$ cat config.mk
export PLATFORM = sky130hd
export DESIGN_NAME = ref_timer
export DESIGN_NICKNAME = d
export VERILOG_FILES = /design/src/rtl/ref_timer_pkg.sv /design/src/rtl/ref_timer_count.sv /design/src/rtl/ref_timer_evt.sv /design/src/rtl/ref_timer.sv
export SDC_FILE = /design/constraint.sdc
export NUM_CORES = 1
export LEC_CHECK = 0
export BUFFER_PORTS_ARGS = -buffer_cell sky130_fd_sc_hd__clkbuf_2
export CAP_MARGIN = 15
export CORE_AREA = 2 2 79 81
export DETAILED_ROUTE_END_ITERATION = 12
export DIE_AREA = 0 0 81 83
export PLACE_DENSITY_LB_ADDON = 0.08
export SLEW_MARGIN = 0
export SYNTH_ARGS = -nofsm -noshare
export SYNTH_HDL_FRONTEND = slang
export SYNTH_SLANG_ARGS = --single-unit
export TNS_END_PERCENT = 100
$ cat constraint.sdc
create_clock -name clk -period 3.2 [get_ports clk]
set_input_delay 0.8 -clock clk [delete_from_list [all_inputs] [get_ports clk]]
set_output_delay 0.8 -clock clk [all_outputs]
set_load 0.05 [all_outputs]
$ cat src/rtl/ref_timer_pkg.sv
package ref_timer_pkg;

    localparam int CNT_W  = 16;
    localparam int ADDR_W = 2;
    localparam int EVT_W  = 8;
    localparam int MODE_W = 4;

    // register addresses
    typedef enum logic [ADDR_W-1:0] {
        A_MODE = 2'd0,
        A_REF  = 2'd1,
        A_CNT  = 2'd2,
        A_EVT  = 2'd3
    } addr_e;

    // mode bit positions
    localparam int MB_EN  = 0;
    localparam int MB_RST = 1;
    localparam int MB_RIE = 2;
    localparam int MB_CIE = 3;

    // event bit positions
    localparam int EB_CAP = 0;
    localparam int EB_REF = 1;

    typedef struct packed {
        logic [MODE_W-1:0] mode;
        logic [CNT_W-1:0]  refv;
    } cfg_t;

endpackage

$ cat src/rtl/ref_timer_count.sv
module ref_timer_count #(
    parameter int W = 16
) (
    input  logic         clk,
    input  logic         rst_n,
    input  logic         advance,
    input  logic         restart,
    input  logic         clr,
    input  logic [W-1:0] ref_val,
    output logic [W-1:0] cnt,
    output logic         hit
);

    logic [W-1:0] cnt_d, cnt_q, nxt;

    always_comb begin
        nxt   = (restart && (cnt_q == ref_val)) ? '0 : cnt_q + 1'b1;
        hit   = advance && (nxt == ref_val);
        cnt_d = cnt_q;
        if (clr)
            cnt_d = '0;
        else if (advance)
            cnt_d = nxt;
    end

    always_ff @(posedge clk or negedge rst_n) begin
        if (!rst_n) cnt_q <= '0;
        else        cnt_q <= cnt_d;
    end

    assign cnt = cnt_q;

    AST_CNT_CLEAR: assert property (@(posedge clk) disable iff (!rst_n)
        $past(clr) |-> cnt_q == '0);
    AST_CNT_HOLD: assert property (@(posedge clk) disable iff (!rst_n)
        (!$past(clr) && !$past(advance)) |-> $stable(cnt_q));
    AST_CNT_STEP: assert property (@(posedge clk) disable iff (!rst_n)
        $past(advance && !clr && !(restart && cnt_q == ref_val))
        |-> cnt_q == W'($past(cnt_q) + 1'b1));
    AST_CNT_RESTART: assert property (@(posedge clk) disable iff (!rst_n)
        $past(advance && !clr && restart && cnt_q == ref_val) |-> cnt_q == '0);

endmodule

$ cat src/rtl/ref_timer_evt.sv
module ref_timer_evt #(
    parameter int N = 8
) (
    input  logic         clk,
    input  logic         rst_n,
    input  logic [N-1:0] set_vec,
    input  logic [N-1:0] clr_vec,
    input  logic [N-1:0] en_vec,
    output logic [N-1:0] evt,
    output logic         irq
);

    logic [N-1:0] evt_d, evt_q;

    always_comb begin
        // a set in the same cycle as a clear wins
        evt_d = (evt_q & ~clr_vec) | set_vec;
    end

    always_ff @(posedge clk or negedge rst_n) begin
        if (!rst_n) evt_q <= '0;
        else        evt_q <= evt_d;
    end

    assign evt = evt_q;
    assign irq = |(evt_q & en_vec);

    AST_EVT_SET: assert property (@(posedge clk) disable iff (!rst_n)
        ($past(set_vec) & ~evt_q) == '0);
    AST_EVT_CLEAR: assert property (@(posedge clk) disable iff (!rst_n)
        ($past(clr_vec & ~set_vec) & evt_q) == '0);
    AST_EVT_STICKY: assert property (@(posedge clk) disable iff (!rst_n)
        ($past(evt_q) & ~$past(clr_vec) & ~evt_q) == '0);

endmodule

$ cat src/rtl/ref_timer.sv
module ref_timer
    import ref_timer_pkg::*;
(
    input  logic              clk,
    input  logic              rst_n,
    input  logic              tick,
    input  logic [ADDR_W-1:0] bus_addr,
    input  logic              bus_we,
    input  logic [CNT_W-1:0]  bus_wdata,
    output logic [CNT_W-1:0]  bus_rdata,
    output logic              irq
);

    localparam logic [CNT_W-1:0] REF_RST = '1;

    cfg_t cfg_d, cfg_q;

    logic             wr_mode, wr_ref, wr_cnt, wr_evt;
    logic             advance, hit;
    logic [CNT_W-1:0] cnt;
    logic [EVT_W-1:0] evt, set_vec, clr_vec, en_vec;

    always_comb begin
        wr_mode = bus_we && (bus_addr == A_MODE);
        wr_ref  = bus_we && (bus_addr == A_REF);
        wr_cnt  = bus_we && (bus_addr == A_CNT);
        wr_evt  = bus_we && (bus_addr == A_EVT);

        cfg_d = cfg_q;
        if (wr_mode) cfg_d.mode = bus_wdata[MODE_W-1:0];
        if (wr_ref)  cfg_d.refv = bus_wdata;

        advance = tick && cfg_q.mode[MB_EN];

        set_vec         = '0;
        set_vec[EB_REF] = hit;     // capture source is absent: bit stays zero

        clr_vec = wr_evt ? bus_wdata[EVT_W-1:0] : '0;

        en_vec         = '0;
        en_vec[EB_REF] = cfg_q.mode[MB_RIE];
        en_vec[EB_CAP] = cfg_q.mode[MB_CIE];
    end

    always_ff @(posedge clk or negedge rst_n) begin
        if (!rst_n) begin
            cfg_q.mode <= '0;
            cfg_q.refv <= REF_RST;
        end else begin
            cfg_q <= cfg_d;
        end
    end

    ref_timer_count #(.W(CNT_W)) u_count (
        .clk     (clk),
        .rst_n   (rst_n),
        .advance (advance),
        .restart (cfg_q.mode[MB_RST]),
        .clr     (wr_cnt),
        .ref_val (cfg_q.refv),
        .cnt     (cnt),
        .hit     (hit)
    );

    ref_timer_evt #(.N(EVT_W)) u_evt (
        .clk     (clk),
        .rst_n   (rst_n),
        .set_vec (set_vec),
        .clr_vec (clr_vec),
        .en_vec  (en_vec),
        .evt     (evt),
        .irq     (irq)
    );

    always_comb begin
        unique case (bus_addr)
            A_MODE:  bus_rdata = {{(CNT_W-MODE_W){1'b0}}, cfg_q.mode};
            A_REF:   bus_rdata = cfg_q.refv;
            A_CNT:   bus_rdata = cnt;
            default: bus_rdata = {{(CNT_W-EVT_W){1'b0}}, evt};
        endcase
    end

    AST_EVT_RSVD: assert property (@(posedge clk) disable iff (!rst_n)
        (bus_addr == A_EVT) |-> (bus_rdata[CNT_W-1:2] == '0 && !bus_rdata[0]));
    AST_EVT_ON_HIT: assert property (@(posedge clk) disable iff (!rst_n)
        $past(advance && cnt != cfg_q.refv && !wr_cnt) && cnt == $past(cfg_q.refv)
        |-> evt[EB_REF]);
    AST_IRQ_GATED: assert property (@(posedge clk) disable iff (!rst_n)
        (!cfg_q.mode[MB_RIE] && !cfg_q.mode[MB_CIE]) |-> !irq);

endmodule

==> results of run 1 <==
[stage by stage]
stage,cells,utilization,setup slack [ps],cell area (µm²)
CTS,395,0.550,438,3200
finish,396,0.551,452,3210
global route,396,0.551,305,3210
floorplan,286,-,308,2860
global placement,387,0.534,448,3110
detailed placement,387,0.534,430,3110
[worst paths after layout]
kind	startpoint	end	slack, ps
worst min register to register	u_evt.evt[4]$_DFF_PN0_	u_evt.evt[4]$_DFF_PN0_	530
worst max-delay path	bus_addr[0]	bus_rdata[9]	450
min in group clk	u_evt.evt[4]$_DFF_PN0_	u_evt.evt[4]$_DFF_PN0_	530
worst min-delay path	rst_n	u_count.cnt[5]$_DFFE_PN0P_	390
worst max register to register	u_count.cnt[0]$_DFFE_PN0P_	u_evt.evt[1]$_DFF_PN0_	490
max in group asynchronous	rst_n	cfg_q[10]$_DFFE_PN1P_	2040
[flip-flops by register name (all words and copies together), names as in the netlist]
signal / cells
cfg_q: 20
u_count.cnt: 16
u_evt.evt: 8
[logic make-up after synthesis]
family	synth area share
adder cells (fa/ha/maj)	0.00437
AND/OR/NAND/NOR	0.153
flip-flops	0.392
AO/OA/AOI/OAI	0.179
buffers and inverters	0.0612
XOR/XNOR	0.0857
multiplexers	0.125
[critical path: cells and delay by family]
kind                   cells  cell delay (ps)
and+or+nand+nor            1              310
AOI/OAI and AO/OA          1              160
buffers and inverters      3              670
[layer usage]
metal	GRT usage	vias up	share of wire	wire, µm
met5	0	-	0	0
met2	0.343	81	0.46	3410
met1	0.361	1183	0.46	3440
li1	-	1119	-	-
met3	0.0424	8	0.069	516
met4	0.0616	0	0.014	102
[cell type report]
cell class              instances  area share
inverters                      12      0.0141
repair buffers                 51      0.0898
flip-flops and latches         44       0.350
clock buffers                   6      0.0258
multi-input cells             206       0.488
well taps                      75      0.0293
clock inverters                 2     0.00312
[power groups by stage]
stage	Sequential (mW)	Combinational, mW	Clock [mW]
final	0.757	0.435	0.372
after global routing	0.770	0.469	0.398
after CTS	0.754	0.433	0.381
after detailed placement	0.763	0.432	0
after global placement	0.760	0.429	0
after floorplan	0.715	0.346	0
[synth_stat cells, drive strengths merged, types with 2 or more instances]
cell type	instances
dfrtp	28
xnor2	24
mux2	22
o21ai	19
a22o	16
dfstp	16
a21oi	15
nand2	14
buf	13
inv	12
clkbuf	11
nand3	10
nand4	10
or3	8
a21boi	7
nor2	7
and4	4
mux4	4
nor2b	4
xor2	4
and3	3
nor4	3
o22ai	3
or2	3
a211oi	2
a222oi	2
mux2i	2
nand2b	2
o221a	2
or4	2
==> results.toml, run 1 <==
[worst_setup_path]
crit_path_end_kind = "primary output"
critPathRequiredTime_ps = 2400
startpoint_type = "input port"
slowest_stage = "nor2b_1"
path_cells = "clkbuf_2 -> nor2b_1 -> buf_4 -> a22o_1 -> clkbuf_2"
critPathMostFrequentCell = "clkbuf_2"
reg2reg_depth = 7
critPathMaxFanout = 9
arrival_ps = 1950
path_class = "input port to primary output"
max_stage_delay_ps = 310

[grt]
grt_usage = 0.236
grt_first_pass_wirelength_mm = 12.3
grt_start_max_net_pins = 32
antenna_found_initial = 0
grt_pass1_vias = 2351
grt_overflow_total = 0

[timing]
max_freq_mhz = 364
fin_crit_sh = 0.859
rsz0062_at_grt = "false"
drv_slew = 0
setup_viol = 0
holdWs_ps = 392
worstMarginPinSlew_ps = 767
finalCriticalPeriod_ps = 2750
relSlewSlack = 0.487
hold_viol_final = 0
finClkSkew_ps = 7.08
tns_ps = 0

[power]
internal-power_mw = 1.01
p_sw_frac = 0.353
total_power_mw = 1.56
power_per_cell_area_nw_per_um2 = 488
switchingPower_mw = 0.551
max-vdd-ir-drop_uv = 270
total_leakage_power_nw = 1.32
p_clk_frac = 0.238
seqPwrFrac = 0.484
p_comb_frac = 0.278

[logic_synthesis]
synth_nets = 309
ys_top_cells_by_area = "dfrtp_1 24%, dfstp_2 15%, mux2_2 8.7%"
syn_area_um2 = 2860
synth_warnings = 0
synth-seq-area-share = 0.392
netlist.top_cell.by_area = "dfrtp_1"
syn_area_per_cell_um2 = 10.0
syn_inst = 286
synth_top_area_frac = 0.245
async_reset_ff_frac = 1.00
synth_enable_flop_cells = 0
synth.distinct_cells = 51
yosys_most_used_dff = "dfrtp_1"
ys_ff_latch = 44

[placed_design]
port_buffers = 38
place.gp.congestion = 0.873
dp_hpwl_mm = 5.51

[layout]
drive_above_1_share = 0.333
nFillCells = 570
fin_nets = 343
register_area_um2 = 1120
final_common_cell = "clkbuf_2"
multi_input_area_um2 = 1570
syn_to_final_growth_pct = 12.0
antenna-diode-count = 0
final_cell_mix = "38 x clkbuf_2, 28 x dfrtp_1, 24 x xnor2_1, 22 x mux2_2, 17 x o21ai_0"

[die]
row_count = 28
io_pins = 39
dieArea_um2 = 6720
die_w_um = 81
die_height_um = 83
coreArea_um2 = 5820
start_util = 0.492

[clocking]
cts_sinks = 44
cts_buffers = 5
clockBufferDepth = 2
root_buffer = "clkbuf_8"
clock_latency_ps = 300
cts_max_level = 2
ctsResizeCount = 0
postCtsSetupBuffers = 0
clkTransAtPathRegs_ps = 90
hold_buffers = 0
cts_tree = "built"

[routing]
post_drt_wl_per_cell_um = 18.9
drt_wl_total_mm = 7.47
ant_nets = 0
dr.pass1.iters = 5
drc = 0
viasPerCell = 6.04
dr_total_vias = 2391
drt_iter0_drc = 182

[hold_path]
hp-class = "input port to async pin"

[run]
drv_cap = 0

[run_status]
outcome = "completed"
No activity file was read; power rests on OpenSTA's default activity.
==> inputs of run 2 (changes only) <==
Settings changed: ABC_AREA from default to 1, CORE_AREA 2 2 79 81 to 2 2 80 82, DIE_AREA 0 0 81 83 to 0 0 82 84.
Clock period 3.2 ns to 2.55 ns, I/O delays scaled along.
==> results.toml, run 2 <==
[logic_synthesis]
synth_most_common_cell = "nand2_1"
yosys_most_used_dff = "dfrtp_1"
syn_inst = 427
synthTopCellsByCount = "141 x nand2_1, 57 x inv_1, 41 x nor2_1, 28 x dfrtp_1, 28 x o22ai_1"
ys_ff_latch = 44
syn_area_per_cell_um2 = 6.79
async_reset_ff_frac = 1.00
synth.distinct_cells = 32
synth-seq-area-share = 0.387
synth_warnings = 0
synth_enable_flop_cells = 0
syn_area_um2 = 2900
synth_top_area_frac = 0.242
ys_top_cells_by_area = "dfrtp_1 24%, nand2_1 18%, dfstp_2 14%"
netlist.top_cell.by_area = "dfrtp_1"
synth_nets = 450

[timing]
rsz0062_at_grt = "false"
max_freq_mhz = 413
worstMarginPinSlew_ps = 672
setup_viol = 0
drv_slew = 0
finClkSkew_ps = 12.1
fin_crit_sh = 0.950
hold_viol_final = 0
finalCriticalPeriod_ps = 2420
relSlewSlack = 0.552

[routing]
dr_total_vias = 2930
drt_iter0_drc = 228
post_drt_wl_per_cell_um = 14.9
drc = 0
ant_nets = 0
viasPerCell = 5.34
dr.pass1.iters = 5
drt_wl_total_mm = 8.17

[worst_setup_path]
max_stage_delay_ps = 300
r2r_start = "cfg_q[3]$_DFFE_PN1P_"
critPathRequiredTime_ps = 1910
critPathBufInv = 5
crit_path_end_kind = "primary output"
reg2reg_to = "u_evt.evt[1]$_DFF_PN0_"
reg2reg_depth = 12
r2r_slack_ps = 330
cp_top_family = "buffers and inverters"
path_class = "input port to primary output"
critPathMaxFanout = 8
startpoint_type = "input port"
path_cells = "clkbuf_2 -> inv_1 -> nor2_1 -> inv_1 -> buf_4 -> o22ai_1 -> clkbuf_2"
arrival_ps = 1780
slowest_stage = "clkbuf_2"

[die]
row_count = 29
io_pins = 39
die_height_um = 84
start_util = 0.476
coreArea_um2 = 6100
dieArea_um2 = 6890
die_w_um = 82

[clocking]
clockBufferDepth = 2
ctsResizeCount = 0
cts_sinks = 44
hold_buffers = 0
cts_tree = "built"
clkTransAtPathRegs_ps = 90
root_buffer = "clkbuf_8"
clock_latency_ps = 300
cts_buffers = 5
postCtsSetupBuffers = 0
cts_max_level = 2

[layout]
post-route-util = 0.545
syn_to_final_growth_pct = 14.5
largest_reg_flops = 20
nFillCells = 637
final_common_cell = "nand2_1"
fin_nets = 494
antenna-diode-count = 0
final_cell_mix = "141 x nand2_1, 57 x inv_1, 41 x nor2_1, 37 x clkbuf_2"
instances_no_fill = 549
drive_above_1_share = 0.180
top_register = "cfg_q"

[placed_design]
port_buffers = 38
placedCellCount = 541
place.gp.congestion = 0.914
dp_hpwl_mm = 6.36

[run_status]
outcome = "completed"

[grt]
grt_pass1_vias = 2776
grt_overflow_total = 0
grt_usage = 0.255
grt_first_pass_wirelength_mm = 13.5
grt_start_max_net_pins = 28
antenna_found_initial = 0

[hold_path]
hp-class = "input port to async pin"

[power]
power_per_cell_area_nw_per_um2 = 595
total_leakage_power_nw = 1.74
max-vdd-ir-drop_uv = 297

[run]
drv_cap = 0
run 2: cell count changes after synthesis, sizes merged, moves of 6 or more:
cell    change
or3         -8
buf        -11
nand2     +129
nand3      +17
mux2       -22
xnor2      -22
a21boi      -6
a21oi       +6
a22o       -15
inv        +49
o22ai      +25
nor2       +37
run 2: layer usage:
| metal | track usage | vias to the layer above | wire [µm] |
|---|---|---|---|
| met5 | 0 | - | 0 |
| li1 | - | 1463 | - |
| met3 | 0.0368 | 10 | 465 |
| met4 | 0.0606 | 0 | 101 |
| met2 | 0.392 | 91 | 3750 |
| met1 | 0.375 | 1366 | 3850 |
run 2: how the worst max path moves through the flow:
stage	depth (start not counted)	slack, ps	endpoint	startpoint
after global routing	8	50	bus_rdata[2]	bus_addr[0]
after detailed placement	7	140	bus_rdata[13]	bus_addr[0]
final	7	130	bus_rdata[13]	bus_addr[0]
after global placement	7	150	bus_rdata[13]	bus_addr[0]
after CTS	7	140	bus_rdata[13]	bus_addr[0]
after floorplan	5	-70	bus_rdata[10]	bus_addr[0]
run 2: logic make-up (layout without fill, tap and decap cells):
logic type | count (synthesis) | count (layout) | share of synthesized area
xor gates and xnor gates | 10 | 10 | 0.0328
AOI/OAI and AO/OA | 75 | 75 | 0.150
adders and majority gates | 1 | 1 | 0.00431
buffers and inverters | 71 | 116 | 0.0971
DFF | 44 | 44 | 0.387
and+or+nand+nor | 226 | 226 | 0.330
run 2: metrics by stage:
| stage | cell area [µm²] | setup TNS, ps | worst slack (ps) | hold slack (ps) | total power, mW |
|---|---|---|---|---|---|
| finish | 3320 | 0 | 129 | 354 | 1.97 |
| global route | 3320 | 0 | 53.7 | 392 | 2.11 |
| CTS | 3320 | 0 | 135 | 373 | 1.99 |
| detailed placement | 3230 | 0 | 135 | 494 | 1.55 |
| global placement | 3230 | 0 | 153 | 473 | 1.54 |
| floorplan | 2910 | -528 | -66.0 | 342 | 1.33 |
run 2: power breakdown:
part / leakage, nW / switching (mW) / internal [mW]
sequential: 0.550 / 0.0811 / 0.804
combinational: 1.14 / 0.441 / 0.211
clock: 0.0479 / 0.246 / 0.191
total: 1.74 / 0.768 / 1.21
run 2: worst register-to-register path, delay by kind of cell, from the launching register on:
| family | cells | cell delay, ps |
|---|---|---|
| and+or+nand+nor | 10 | 1260 |
| DFF | 1 | 580 |
| xor gates and xnor gates | 1 | 230 |
| buffers and inverters | 1 | 90 |
run 2: area by class of cell:
class / count / area (µm²) / area share
Clock buffer: 5 / 68.8 / 0.0207
Clock inverter: 3 / 18.8 / 0.00565
Timing Repair Buffer: 46 / 278 / 0.0837
Multi-Input combinational cell: 312 / 1500 / 0.453
Tap cell: 77 / 96.3 / 0.0290
Sequential cell: 44 / 1120 / 0.338
Inverter: 62 / 233 / 0.0701
